[config.mk]
export PLATFORM = sky130hd
export DESIGN_NAME = tat_turnaround
export DESIGN_NICKNAME = d
export VERILOG_FILES = /design/src/rtl/tat_pkg.sv /design/src/rtl/tat_tick_timer.sv /design/src/rtl/tat_fsm.sv /design/src/rtl/tat_turnaround.sv
export SDC_FILE = /design/constraint.sdc
export NUM_CORES = 1
export LEC_CHECK = 0
export BUFFER_PORTS_ARGS = -buffer_cell sky130_fd_sc_hd__buf_2
export CELL_PAD_IN_SITES_DETAIL_PLACEMENT = 1
export CELL_PAD_IN_SITES_GLOBAL_PLACEMENT = 2
export CORE_ASPECT_RATIO = 1.1
export CORE_MARGIN = 10
export CORE_UTILIZATION = 30
export DETAILED_ROUTE_END_ITERATION = 8
export PLACE_DENSITY_LB_ADDON = 0.1
export SETUP_SLACK_MARGIN = 0.05
export SLEW_MARGIN = 25
export SYNTH_ARGS = -nofsm -noshare
export SYNTH_HDL_FRONTEND = slang
export SYNTH_SLANG_ARGS = --single-unit
[constraint.sdc]
create_clock -name clk_i -period 2.1 [get_ports clk_i]
set_clock_uncertainty 0.05 [all_clocks]
set_input_delay 0.21 -clock clk_i [delete_from_list [all_inputs] [get_ports clk_i]]
set_output_delay 0.21 -clock clk_i [all_outputs]
set_load 0.02 [all_outputs]
[src/rtl/tat_pkg.sv]
package tat_pkg;
  typedef enum logic [2:0] {
    ST_IDLE,
    ST_WAIT_CTS,
    ST_PRE_DLY,
    ST_XFER,
    ST_HOLD
  } tat_state_e;
endpackage

[src/rtl/tat_tick_timer.sv]
module tat_tick_timer #(
  parameter int W = 8
) (
  input  logic         clk_i,
  input  logic         rst_ni,
  input  logic         load_i,
  input  logic [W-1:0] load_val_i,
  input  logic         run_i,
  input  logic         tick_i,
  output logic         hit_o
);
  localparam logic [W-1:0] ONE = W'(1);

  logic [W-1:0] cnt_q;

  always_ff @(posedge clk_i or negedge rst_ni) begin
    if (!rst_ni)                              cnt_q <= '0;
    else if (load_i)                          cnt_q <= load_val_i;
    else if (run_i && tick_i && cnt_q != '0)  cnt_q <= cnt_q - ONE;
  end

  // zero count never hits: disabled timer
  assign hit_o = run_i && tick_i && (cnt_q == ONE);
endmodule

[src/rtl/tat_fsm.sv]
module tat_fsm
  import tat_pkg::*;
(
  input  logic       clk_i,
  input  logic       rst_ni,
  input  logic       start_i,
  input  logic       xmit_i,
  input  logic       cts_i,
  input  logic       done_i,
  input  logic       t1_zero_i,
  input  logic       t1_hit_i,
  input  logic       t2_hit_i,
  output tat_state_e state_o,
  output logic       t2_load_o,
  output logic       t2_run_o,
  output logic       t1_load_o,
  output logic       t1_run_o,
  output logic       exc_o,
  output logic       merr_o
);
  tat_state_e st_q, st_d;
  logic       exc_q, exc_d;
  logic       merr_q, merr_d;
  logic       go_tx, go_other;

  assign go_tx    = start_i && xmit_i;
  assign go_other = start_i && !xmit_i;

  always_comb begin
    st_d      = st_q;
    exc_d     = 1'b0;
    merr_d    = merr_q;
    t2_load_o = 1'b0;
    t1_load_o = 1'b0;
    if (go_other) begin
      st_d = ST_IDLE;
    end else begin
      unique case (st_q)
        ST_IDLE: if (go_tx) begin
          st_d      = ST_WAIT_CTS;
          t2_load_o = 1'b1;
          merr_d    = 1'b0;
        end
        ST_WAIT_CTS: begin
          if (cts_i) begin
            if (t1_zero_i) st_d = ST_XFER;
            else begin
              st_d      = ST_PRE_DLY;
              t1_load_o = 1'b1;
            end
          end else if (t2_hit_i) begin
            st_d   = ST_IDLE;
            exc_d  = 1'b1;
            merr_d = 1'b1;
          end
        end
        ST_PRE_DLY: if (t1_hit_i) st_d = ST_XFER;
        ST_XFER:    if (done_i)   st_d = ST_HOLD;
        ST_HOLD:    if (go_tx)    st_d = ST_XFER;
        default:    st_d = ST_IDLE;
      endcase
    end
  end

  assign t2_run_o = (st_q == ST_WAIT_CTS) && !cts_i;
  assign t1_run_o = (st_q == ST_PRE_DLY);

  always_ff @(posedge clk_i or negedge rst_ni) begin
    if (!rst_ni) begin
      st_q   <= ST_IDLE;
      exc_q  <= 1'b0;
      merr_q <= 1'b0;
    end else begin
      st_q   <= st_d;
      exc_q  <= exc_d;
      merr_q <= merr_d;
    end
  end

  assign state_o = st_q;
  assign exc_o   = exc_q;
  assign merr_o  = merr_q;
endmodule

[src/rtl/tat_turnaround.sv]
module tat_turnaround
  import tat_pkg::*;
#(
  parameter int TMR_W = 8
) (
  input  logic             clk_i,
  input  logic             rst_ni,
  input  logic             tick_i,
  input  logic             start_i,
  input  logic             xmit_i,
  input  logic [TMR_W-1:0] t1_val_i,
  input  logic [TMR_W-1:0] t2_val_i,
  input  logic             cts_i,
  input  logic             done_i,
  output logic             rts_o,
  output logic             xfer_en_o,
  output logic             exc_req_o,
  output logic             modem_err_o
);
  tat_state_e       state;
  logic             t2_load, t2_run, t2_hit;
  logic             t1_load, t1_run, t1_hit;
  logic [TMR_W-1:0] t1_keep_q;

  // pretransmit value captured with the timeout value at transmit start
  always_ff @(posedge clk_i or negedge rst_ni) begin
    if (!rst_ni)      t1_keep_q <= '0;
    else if (t2_load) t1_keep_q <= t1_val_i;
  end

  tat_tick_timer #(.W(TMR_W)) u_cts_tmr (
    .clk_i      (clk_i),
    .rst_ni     (rst_ni),
    .load_i     (t2_load),
    .load_val_i (t2_val_i),
    .run_i      (t2_run),
    .tick_i     (tick_i),
    .hit_o      (t2_hit)
  );

  tat_tick_timer #(.W(TMR_W)) u_pre_tmr (
    .clk_i      (clk_i),
    .rst_ni     (rst_ni),
    .load_i     (t1_load),
    .load_val_i (t1_keep_q),
    .run_i      (t1_run),
    .tick_i     (tick_i),
    .hit_o      (t1_hit)
  );

  tat_fsm u_fsm (
    .clk_i     (clk_i),
    .rst_ni    (rst_ni),
    .start_i   (start_i),
    .xmit_i    (xmit_i),
    .cts_i     (cts_i),
    .done_i    (done_i),
    .t1_zero_i (t1_keep_q == '0),
    .t1_hit_i  (t1_hit),
    .t2_hit_i  (t2_hit),
    .state_o   (state),
    .t2_load_o (t2_load),
    .t2_run_o  (t2_run),
    .t1_load_o (t1_load),
    .t1_run_o  (t1_run),
    .exc_o     (exc_req_o),
    .merr_o    (modem_err_o)
  );

  assign rts_o     = (state != ST_IDLE);
  assign xfer_en_o = (state == ST_XFER);
endmodule

==> run_results.csv <==
group,metric,value,unit
run_status,status,"complete, but fails checks",
run_status,violations,"setup timing",
final_layout,syn_to_final_growth,33.2,%
final_layout,finalNonFillerCells,320,
clock_network,clock_path_buffers,2,
global_routing,track_usage,11.0,%
placed_design,io_buffers,26,
critical_path,crit_fanout,3,
sta,fin_ws,-0.105,ns
placed_design,place_inst,307,
critical_path,path_class,"reg2reg",
synthesis,yosys_most_used_dff,"dfrtp_1",
power_and_ir_drop,powerDensity,1350,nW/um^2
synthesis,syn-cell-area,1650,um^2
synthesis,synth_commonest_cells,"45 x nand2_1, 29 x dfrtp_1, 17 x nor2_1",
min_path,hp-class,"in2reg",
critical_path,endpoint_kind,"flop",
synthesis,syn_nets,216,
sta,period_share,105,%
route,drt-total-wl,4660,um
synthesis,synth_seq_cells,29,
synthesis,ys_types,39,
global_routing,grt_pass1_wl,8220,um
route,wire_per_inst,14.6,um
route,ant_nets,0,
clock_network,clk_latency,0.28,ns
floorplanning,die_h,97.9,um
critical_path,startpoint_type,"flop",
placed_design,place_hpwl,3590,um
route,drt-vias-per-instance,4.86,
placed_design,place_congestion,0.779,
critical_path,arrival,2.32,ns
clock_network,cts-root-buf,"clkbuf_8",
floorplanning,ioPinCount,27,
floorplanning,fp.coreArea,5360,um^2
route,first_iter_violations,25,
synthesis,synth_edf_count,0,
final_layout,fin_nets,272,
global_routing,grt_pass1_vias,1724,
synthesis,synthMostInstantiatedCell,"nand2_1",
clock_network,cts_buffers,5,
clock_network,htreeDepth,2,
floorplanning,die_area,8880,um^2
synthesis,synth-seq-area-share,43.9,%
synthesis,synth_top_area_share,43.9,%
clock_network,clock_sinks,29,
synthesis,async_flop_share,100,%
sta,hold_violations,0,
route,num_vias,1555,
sta,finalCriticalPeriod,2.21,ns
global_routing,overflow,0,
flow_run,drv_cap,0,
final_layout,drive_above_1_share,32.2,%
clock_network,cts_tree,"built",
sta,slew_violations,0,
placed_design,placed_cell_area,2020,um^2
sta,worst_slew_margin_rel,54.7,%
floorplanning,initial_utilization,30.8,%
synthesis,yosysTopAreaCell,"dfrtp_1",
synthesis,syn_inst,188,
sta,grt_setup_unrepaired,"yes",
floorplanning,num_rows,28,
sta,worstMarginPinSlew,0.680,ns
sta,setup_viol,3,
final_layout,finalInstanceArea,2200,um^2
route,drt-pass1-iter-count,3,
sta,max_clock_freq,453,MHz
sta,whs,0.0756,ns
floorplanning,die_w,90.8,um
clock_network,clkTransAtPathRegs,0.07,ns
global_routing,antenna_found_initial,0,
power_and_ir_drop,ir_worst_vdd,0.401,mV
global_routing,grt_max_degree,30,
power_and_ir_drop,p_leak,1.03,nW
route,post-route-drc-count,0,
synthesis,synth.avg_cell_area,8.79,um^2
final_layout,n_antenna_cell,0,
synthesis,synth_area_leaders,"dfrtp_1 44%, nand2_1 10%, nor2_1 3.9%, ha_1 3.8%, xor2_1 3.7%",
synthesis,yosys_warnings,0,
critical_path,cp.required,2.22,ns
-- flip-flops by register name, summed over array words and instances, names as in the netlist --
signal	count
u_cts_tmr.cnt_q	8
u_fsm.exc_o	1
u_pre_tmr.cnt_q	8
t1_keep_q	8
u_fsm.state_o	3
u_fsm.merr_o	1
-- area by class of cell --
class                      count  area [um^2]
inverter                       8         30.0
sequential                    29          726
tap                           75         93.8
fill                         647         3160
timing repair buffer          53          335
clock buffer                   7         96.3
multi-input combinational    147          916
clock inverter                 1         5.00
-- per-layer routing --
metal / global-route usage, % / wire length, um / vias to the layer above
met5: 0 / 0 / -
met4: 3.02 / 34 / 0
met3: 3.22 / 175 / 4
met2: 18.5 / 2320 / 22
met1: 13.3 / 2130 / 764
li1: - / - / 765
-- worst max-delay path: stages, from the launching register on --
cell      delay [ns]
dfrtp_1         0.39
or4_4           0.57
nor3_4          0.13
a311oi_2        0.11
or4_4           0.55
mux2_2          0.29
-- cell usage in the layout (no fill, tap or decap), drive strengths merged, types with 2 or more instances in the layout --
| master | Yosys | routed |
|---|---|---|
| ha | 5 | 5 |
| nor4 | 4 | 4 |
| or4 | 4 | 4 |
| xor2 | 7 | 7 |
| mux2 | 4 | 4 |
| a221o | 2 | 2 |
| a21oi | 7 | 7 |
| clkbuf | 3 | 7 |
| nor3 | 6 | 6 |
| xnor2 | 4 | 4 |
| nand3 | 2 | 2 |
| nand2 | 45 | 45 |
| nor2 | 17 | 17 |
| nor2b | 2 | 2 |
| nand2b | 2 | 2 |
| nand4 | 6 | 6 |
| dfrtp | 29 | 29 |
| nand4b | 2 | 2 |
| o21ai | 11 | 11 |
| nand3b | 2 | 2 |
| inv | 8 | 8 |
| buf | 1 | 52 |
| or3 | 2 | 2 |
-- kinds of logic after synthesis --
| logic type | after synthesis | synth area share (%) |
|---|---|---|
| compound gates | 27 | 9.99 |
| buf+inv | 12 | 3.18 |
| flops | 29 | 43.9 |
| mux | 5 | 3.33 |
| simple gates | 99 | 30.0 |
| xor+xnor | 11 | 5.83 |
| fa+ha+maj | 5 | 3.79 |
-- power breakdown --
| group | switching (mW) | total [mW] | internal, mW |
|---|---|---|---|
| Sequential | 0.195 | 0.999 | 0.804 |
| Clock | 0.223 | 0.519 | 0.296 |
| Combinational | 0.742 | 1.45 | 0.704 |
-- worst paths after layout --
path,start,end,slack [ns],cells after the start
setup / recovery,u_cts_tmr.cnt_q[5],u_fsm.state_o[2],-0.11,5
hold / removal,t1_val_i[7],t1_keep_q[7],0.08,3
setup reg to reg,u_cts_tmr.cnt_q[5],u_fsm.state_o[2],-0.11,5
hold reg to reg,t1_keep_q[5],t1_keep_q[5],0.47,2
max in group asynchronous,rst_ni,u_cts_tmr.cnt_q[0],1.10,2
min in group asynchronous,rst_ni,u_fsm.exc_o,0.45,2
-- stage by stage --
step	power (mW)	util, %	setup WS (ns)	TNS, ns
after global routing	3.24	41.1	-0.159	-0.475
after floorplan	1.81	-	-0.0374	-0.112
final	2.96	41.1	-0.105	-0.299
after detailed placement	2.36	37.7	-0.172	-0.507
after CTS	2.94	40.3	-0.0956	-0.278
after global placement	2.29	37.7	-0.113	-0.339
-- what timing repair did --
item                                    CTS  global route
setup buffers                             2             2
resized for setup                         4             7
hold buffers                              1             0
endpoints found under the setup margin    4             8
hold endpoints to repair                 29             0
pin swaps                                 1             2
Note: power is estimated with default switching activity, not from simulation.
